`src/rtl/ppp_rx_pkg.sv`:
```
package ppp_rx_pkg;
  localparam logic [7:0]  FLAG_BYTE = 8'h7E;
  localparam logic [7:0]  ESC_BYTE  = 8'h7D;
  localparam logic [7:0]  ESC_XOR   = 8'h20;
  localparam logic [15:0] FCS_INIT  = 16'hFFFF;
  localparam logic [15:0] FCS_POLY  = 16'h8408;
  localparam logic [15:0] FCS_GOOD  = 16'hF0B8;

  typedef struct packed {
    logic rsv7;
    logic eof;
    logic abort;
    logic fcs_err;
    logic ovr;
    logic fe;
    logic rsv1;
    logic brk;
  } rx_stat_t;
endpackage

```
`src/rtl/ppp_fcs16.sv`:
```
module ppp_fcs16
  import ppp_rx_pkg::*;
#(
  parameter int unsigned W = 16
) (
  input  logic         clk_i,
  input  logic         rst_ni,
  input  logic         init_i,
  input  logic         upd_i,
  input  logic [7:0]   data_i,
  output logic [W-1:0] crc_o
);
  logic [W-1:0] crc_q, crc_d;

  always_comb begin
    crc_d = init_i ? W'(FCS_INIT) : crc_q;
    if (upd_i) begin
      crc_d = crc_d ^ W'(data_i);
      for (int i = 0; i < 8; i++)
        crc_d = crc_d[0] ? ((crc_d >> 1) ^ W'(FCS_POLY)) : (crc_d >> 1);
    end
  end

  always_ff @(posedge clk_i or negedge rst_ni)
    if (!rst_ni) crc_q <= W'(FCS_INIT);
    else         crc_q <= crc_d;

  assign crc_o = crc_q;


  fcs_init_chk: assert property (@(posedge clk_i) disable iff (!rst_ni)
    $past(init_i && !upd_i) |-> crc_o == W'(FCS_INIT));
endmodule

```
`src/rtl/ppp_break_det.sv`:
```
module ppp_break_det #(
  parameter int unsigned BREAK_BITS = 10
) (
  input  logic clk_i,
  input  logic rst_ni,
  input  logic sample_i,
  input  logic bit_i,
  output logic break_o
);
  localparam int unsigned CW = $clog2(BREAK_BITS + 1);
  logic [CW-1:0] run_q;

  // one pulse per low run, on the sample that completes it
  assign break_o = sample_i && !bit_i && (run_q == CW'(BREAK_BITS - 1));

  always_ff @(posedge clk_i or negedge rst_ni)
    if (!rst_ni) run_q <= '0;
    else if (sample_i) begin
      if (bit_i)                          run_q <= '0;
      else if (run_q != CW'(BREAK_BITS)) run_q <= run_q + 1'b1;
    end
endmodule

```
`src/rtl/ppp_rx_deframer.sv`:
```
module ppp_rx_deframer
  import ppp_rx_pkg::*;
(
  input  logic       clk_i,
  input  logic       rst_ni,
  input  logic       byte_valid_i,
  input  logic [7:0] byte_i,
  input  logic       stop_ok_i,
  input  logic       buf_full_i,
  input  logic       ppp_mode_i,
  output logic       start_o,
  output logic       eof_o,
  output logic       abort_o,
  output logic       fcs_err_o,
  output logic       ovr_o,
  output logic       fe_o
);
  logic in_frame_q, esc_q, frame_fe_q;
  logic good, is_flag, is_esc, close, fcs_upd;
  logic [7:0]  fcs_data;
  logic [15:0] crc;

  assign is_flag = byte_i == FLAG_BYTE;
  assign is_esc  = byte_i == ESC_BYTE;
  assign good    = byte_valid_i && stop_ok_i && !buf_full_i;
  assign ovr_o   = byte_valid_i && buf_full_i;
  assign fe_o    = byte_valid_i && !stop_ok_i;
  assign start_o = byte_valid_i && !in_frame_q && !(good && is_flag);
  assign close   = good && is_flag && in_frame_q;

  assign abort_o   = close && (esc_q || frame_fe_q);
  assign eof_o     = close && !abort_o;
  assign fcs_err_o = eof_o && ppp_mode_i && (crc != FCS_GOOD);

  // escape marker itself is not data
  assign fcs_upd  = good && !is_flag && !(is_esc && !esc_q);
  assign fcs_data = esc_q ? (byte_i ^ ESC_XOR) : byte_i;

  ppp_fcs16 #(.W(16)) fcs_i (
    .clk_i  (clk_i),
    .rst_ni (rst_ni),
    .init_i (start_o),
    .upd_i  (fcs_upd),
    .data_i (fcs_data),
    .crc_o  (crc)
  );

  always_ff @(posedge clk_i or negedge rst_ni)
    if (!rst_ni) begin
      in_frame_q <= 1'b0;
      esc_q      <= 1'b0;
      frame_fe_q <= 1'b0;
    end else begin
      if (close)        in_frame_q <= 1'b0;
      else if (start_o) in_frame_q <= 1'b1;
      if (good)         esc_q <= is_esc && !esc_q;
      frame_fe_q <= (start_o ? 1'b0 : frame_fe_q) | fe_o;
    end


  abort_after_esc_chk: assert property (@(posedge clk_i) disable iff (!rst_ni)
    ($past(good && is_esc && !esc_q) && good && is_flag) |-> (abort_o && !eof_o));
endmodule

```
`src/rtl/ppp_rx_status.sv`:
```
module ppp_rx_status
  import ppp_rx_pkg::*;
#(
  parameter int unsigned BREAK_BITS = 10
) (
  input  logic       clk_i,
  input  logic       rst_ni,
  input  logic       byte_valid_i,
  input  logic [7:0] byte_i,
  input  logic       stop_ok_i,
  input  logic       buf_full_i,
  input  logic       line_sample_i,
  input  logic       line_bit_i,
  input  logic       ppp_mode_i,
  input  logic       rxdata_en_i,
  input  logic       rd_i,
  output logic [7:0] status_o,
  output logic       irq_o
);
  rx_stat_t stat_q, stat_d;
  logic start, eof, abort, fcs_err, ovr, fe, brk, any_ev;

  ppp_rx_deframer deframer_i (
    .clk_i        (clk_i),
    .rst_ni       (rst_ni),
    .byte_valid_i (byte_valid_i),
    .byte_i       (byte_i),
    .stop_ok_i    (stop_ok_i),
    .buf_full_i   (buf_full_i),
    .ppp_mode_i   (ppp_mode_i),
    .start_o      (start),
    .eof_o        (eof),
    .abort_o      (abort),
    .fcs_err_o    (fcs_err),
    .ovr_o        (ovr),
    .fe_o         (fe)
  );

  ppp_break_det #(.BREAK_BITS(BREAK_BITS)) break_i (
    .clk_i    (clk_i),
    .rst_ni   (rst_ni),
    .sample_i (line_sample_i),
    .bit_i    (line_bit_i),
    .break_o  (brk)
  );

  assign any_ev = eof | abort | fcs_err | ovr | fe | brk;

  // read clears everything, frame start clears line faults; new events win
  always_comb begin
    stat_d         = rd_i ? '0 : stat_q;
    stat_d.eof     = stat_d.eof | eof;
    stat_d.abort   = stat_d.abort | abort;
    stat_d.fcs_err = stat_d.fcs_err | fcs_err;
    stat_d.ovr     = ((rd_i || start) ? 1'b0 : stat_q.ovr) | ovr;
    stat_d.fe      = ((rd_i || start) ? 1'b0 : stat_q.fe)  | fe;
    stat_d.brk     = ((rd_i || start) ? 1'b0 : stat_q.brk) | brk;
    stat_d.rsv7    = 1'b0;
    stat_d.rsv1    = 1'b0;
  end

  always_ff @(posedge clk_i or negedge rst_ni)
    if (!rst_ni) stat_q <= '0;
    else         stat_q <= stat_d;

  assign status_o = stat_q;
  assign irq_o = rxdata_en_i &&
                 (stat_q.eof || stat_q.abort ||
                  (!ppp_mode_i && (stat_q.ovr || stat_q.fe || stat_q.brk)));


  fcs_needs_eof_chk: assert property (@(posedge clk_i) disable iff (!rst_ni)
    $rose(stat_q.fcs_err) |-> stat_q.eof);

  slip_no_fcs_chk: assert property (@(posedge clk_i) disable iff (!rst_ni)
    $rose(stat_q.fcs_err) |-> $past(ppp_mode_i));

  irq_needs_en_chk: assert property (@(posedge clk_i) disable iff (!rst_ni)
    irq_o |-> rxdata_en_i);

  ppp_no_line_irq_chk: assert property (@(posedge clk_i) disable iff (!rst_ni)
    (ppp_mode_i && !stat_q.eof && !stat_q.abort) |-> !irq_o);

  rd_clear_chk: assert property (@(posedge clk_i) disable iff (!rst_ni)
    (rd_i && !any_ev) |=> (status_o == 8'h00));

  break_src_chk: assert property (@(posedge clk_i) disable iff (!rst_ni)
    $rose(stat_q.brk) |-> $past(line_sample_i && !line_bit_i));
endmodule

```
`config.mk`:
```
export PLATFORM = sky130hd
export DESIGN_NAME = ppp_rx_status
export DESIGN_NICKNAME = d
export VERILOG_FILES = /design/src/rtl/ppp_rx_pkg.sv /design/src/rtl/ppp_fcs16.sv /design/src/rtl/ppp_break_det.sv /design/src/rtl/ppp_rx_deframer.sv /design/src/rtl/ppp_rx_status.sv
export SDC_FILE = /design/constraint.sdc
export NUM_CORES = 1
export LEC_CHECK = 0
export BUFFER_PORTS_ARGS = -buffer_cell sky130_fd_sc_hd__clkbuf_2
export CORE_AREA = 2 2 84 86
export DETAILED_ROUTE_END_ITERATION = 8
export DIE_AREA = 0 0 86 88
export SLEW_MARGIN = 5
export SYNTH_ARGS = -nofsm -noshare
export SYNTH_HDL_FRONTEND = slang
export SYNTH_SLANG_ARGS = --single-unit
```
`constraint.sdc`:
```
create_clock -name clk_i -period 2.4 [get_ports clk_i]
set_clock_uncertainty 0.1 [all_clocks]
set_input_delay 0.24 -clock clk_i [delete_from_list [all_inputs] [get_ports clk_i]]
set_output_delay 0.24 -clock clk_i [all_outputs]
set_load 0.01 [all_outputs]
```
==> results.sh <==
export IMPL_outcome="finished clean"
export IMPL_grt_first_pass_wirelength_mm=7.87
export IMPL_finalSetupViolations=0
export IMPL_viasPerCell=5.15
export IMPL_synth_xor_area_frac=0.0775
export IMPL_worstSetupStartpointType="flip-flop"
export IMPL_cts_root_buf="clkbuf_8"
export IMPL_cts_made_buffers=5
export IMPL_grt_pass1_vias=1617
export IMPL_cts_tree="built"
export IMPL_die_w_um=86
export IMPL_total_power_uw=2130
export IMPL_finalSetupTns_ps=0
export IMPL_layout_common_cells="nor2_1, clkbuf_2, dfstp_2"
export IMPL_grt_usage=0.132
export IMPL_clk_latency_ps=280
export IMPL_endpoint_kind="flip-flop"
export IMPL_syn2layout_area_growth_pct=15.2
export IMPL_diodes=0
export IMPL_hold_path_class="in -> reg"
export IMPL_crit_path_max_fanout=5
export IMPL_synthMuxAreaShare=0.0221
export IMPL_max_slew_margin=0.502
export IMPL_wire_per_inst_um=14.0
export IMPL_required_ps=2510
export IMPL_clockBufferDepth=2
export IMPL_layout_setup_ws_ps=364
export IMPL_p_per_area_nw_per_um2=963
export IMPL_synth_seq_area_share=0.388
export IMPL_global_route_usage_met2=0.202
export IMPL_grt_ovfl_total=0
export IMPL_synth_flop_cell="dfstp_2"
export IMPL_synth_top_family_by_area="simple AND/OR/NAND/NOR gates"
export IMPL_clk_pin_slew_ps=60
export IMPL_cts_sinks=29
export IMPL_leakage_uw=0.000896
export IMPL_use_met3=0.0339
export IMPL_fill_cells=697
export IMPL_io_pins=27
export IMPL_synth_simple_gate_area_share=0.241
export IMPL_via_count=1680
export IMPL_layout_commonest_cell="nor2_1"
export IMPL_maxCapViolCount=0
export IMPL_regArea_um2=746
export IMPL_first_iter_violations=140
export IMPL_grt_max_degree=30
export IMPL_busiest_layer="met2"
export IMPL_dieArea_um2=7570
export IMPL_post_cts_buffers=0
export IMPL_synthAdderAreaFrac=0.0195
export IMPL_stdcell_count=326
export IMPL_synth_area_leaders="dfstp_2, dfrtp_1, nor2_1, xnor2_1, nand2_1"
export IMPL_yosysUniqueCellTypes=59
export IMPL_fin_crit_ps=2040
export IMPL_layout_drive_gt1_share=0.252
export IMPL_core_area_um2=6640
export IMPL_dp_slack_ps=276
export IMPL_use_met1=0.183
export IMPL_die_height_um=88
export IMPL_antenna_found_initial=0
export IMPL_synth_warning_count=0
export IMPL_timing_final_crit_share=0.848
export IMPL_slew_viol_final=0
export IMPL_htreeDepth=2
export IMPL_yosys_area_top_type="dfstp_2"
export IMPL_synth_top_cell_area_share=0.219
export IMPL_start_util=0.289
export IMPL_finalInstanceArea_um2=2210
export IMPL_gp_congestion=0.835
export IMPL_worstSetupPathType="reg -> reg"
export IMPL_syn_area_um2=1920
export IMPL_route_antenna_remaining_nets=0
export IMPL_hold_violations=0
export IMPL_synth_compound_area_share=0.195
export IMPL_synth_edf_count=0
export IMPL_rows=30
export IMPL_firstDrtPassIters=4
export IMPL_critPathArrivalTime_ps=2150
export IMPL_nets=266
export IMPL_multiInputGateArea_um2=1070
export IMPL_ir_worst_vdd_mv=0.260
export IMPL_drt_total_wl_mm=4.56
export IMPL_postSynth_asyncResetShare=1.00
export IMPL_rsz0062_at_grt="no"
export IMPL_postSynthAreaPerCell_um2=8.82
export IMPL_syn_inst=218
export IMPL_max_freq_mhz=491
export IMPL_placedCellCount=317
export IMPL_route_detailed_drc=0
export IMPL_worst_pin_slew_ps=746
export IMPL_synth_seq_cells=29
export IMPL_port_buffers=24
export IMPL_placed_area_um2=2120
export IMPL_dp_hpwl_mm=3.39
flip-flops by register name, indices dropped and copies added, names as in the netlist:
signal and flops:
deframer_i.esc_q 1, deframer_i.frame_fe_q 1, status_o 6, break_i.run_q 4, deframer_i.in_frame_q 1, deframer_i.fcs_i.crc_o 16
per-layer routing:
layer | vias to the layer above | part of all wire
li1 | 829 | -
met1 | 819 | 0.49
met2 | 27 | 0.46
met3 | 5 | 0.042
met4 | 0 | 0.011
met5 | - | 0
what timing repair did:
action / in CTS / in global routing
gates resized for setup: 0 / 0
hold endpoints to repair: 13 / 0
hold buffers: 1 / 0
report_power, final:
part	internal (uW)	total, uW	switching [uW]
clock network	200	384	184
logic	410	827	417
registers	733	922	189
total	1340	2130	790
path summary, 6_finish.rpt:
kind,start,endpoint,slack (ps),depth (start not counted)
worst max-delay path,deframer_i.esc_q,deframer_i.fcs_i.crc_o[1],360,6
worst max register to register,deframer_i.esc_q,deframer_i.fcs_i.crc_o[1],360,6
worst min-delay path,rd_i,status_o[5],100,2
worst min register to register,deframer_i.frame_fe_q,deframer_i.frame_fe_q,390,1
max in group asynchronous,rst_ni,status_o[3],1260,2
min in group asynchronous,rst_ni,break_i.run_q[3],470,2
worst max-delay path: stages, from the launching register on:
cell and delay, ps:
dfrtp_1 410, xnor2_1 370, o311ai_0 220, o311a_1 170, a211o_1 350, nor3b_1 180
nor3_2 160
per-stage QoR:
stage	hold slack (ps)	utilization
final	96.2	0.333
after global routing	89.7	0.333
after CTS	92.7	0.333
after detailed placement	255	0.319
after global placement	246	0.319
after floorplan	-156	-
logic make-up after synthesis:
kind of cell,after synthesis
other cells,1
fa+ha+maj,3
compound gates,55
buf+inv,23
flops,29
simple gates,86
mux,4
xor+xnor,17
cells in the mapped netlist, types with 3 or more instances:
| cell | n |
|---|---|
| nor2_1 | 31 |
| dfstp_2 | 16 |
| nand2_1 | 14 |
| dfrtp_1 | 13 |
| inv_1 | 12 |
| xnor2_1 | 12 |
| a21oi_1 | 10 |
| o21ai_0 | 10 |
| nor3_1 | 6 |
| o22ai_1 | 6 |
| nand3_1 | 5 |
| nor3b_1 | 5 |
| xor2_1 | 5 |
| clkbuf_1 | 4 |
| nor2b_1 | 4 |
| buf_2 | 3 |
| ha_1 | 3 |
| nor4_1 | 3 |
area by class of cell:
type	count	area share
Clock buffer	6	0.0328
Clock inverter	2	0.00452
Inverter	12	0.0203
Multi-Input combinational cell	167	0.485
Sequential cell	29	0.337
Tap cell	80	0.0452
Timing Repair Buffer	30	0.0757
Power figures use the tool's default switching activity.
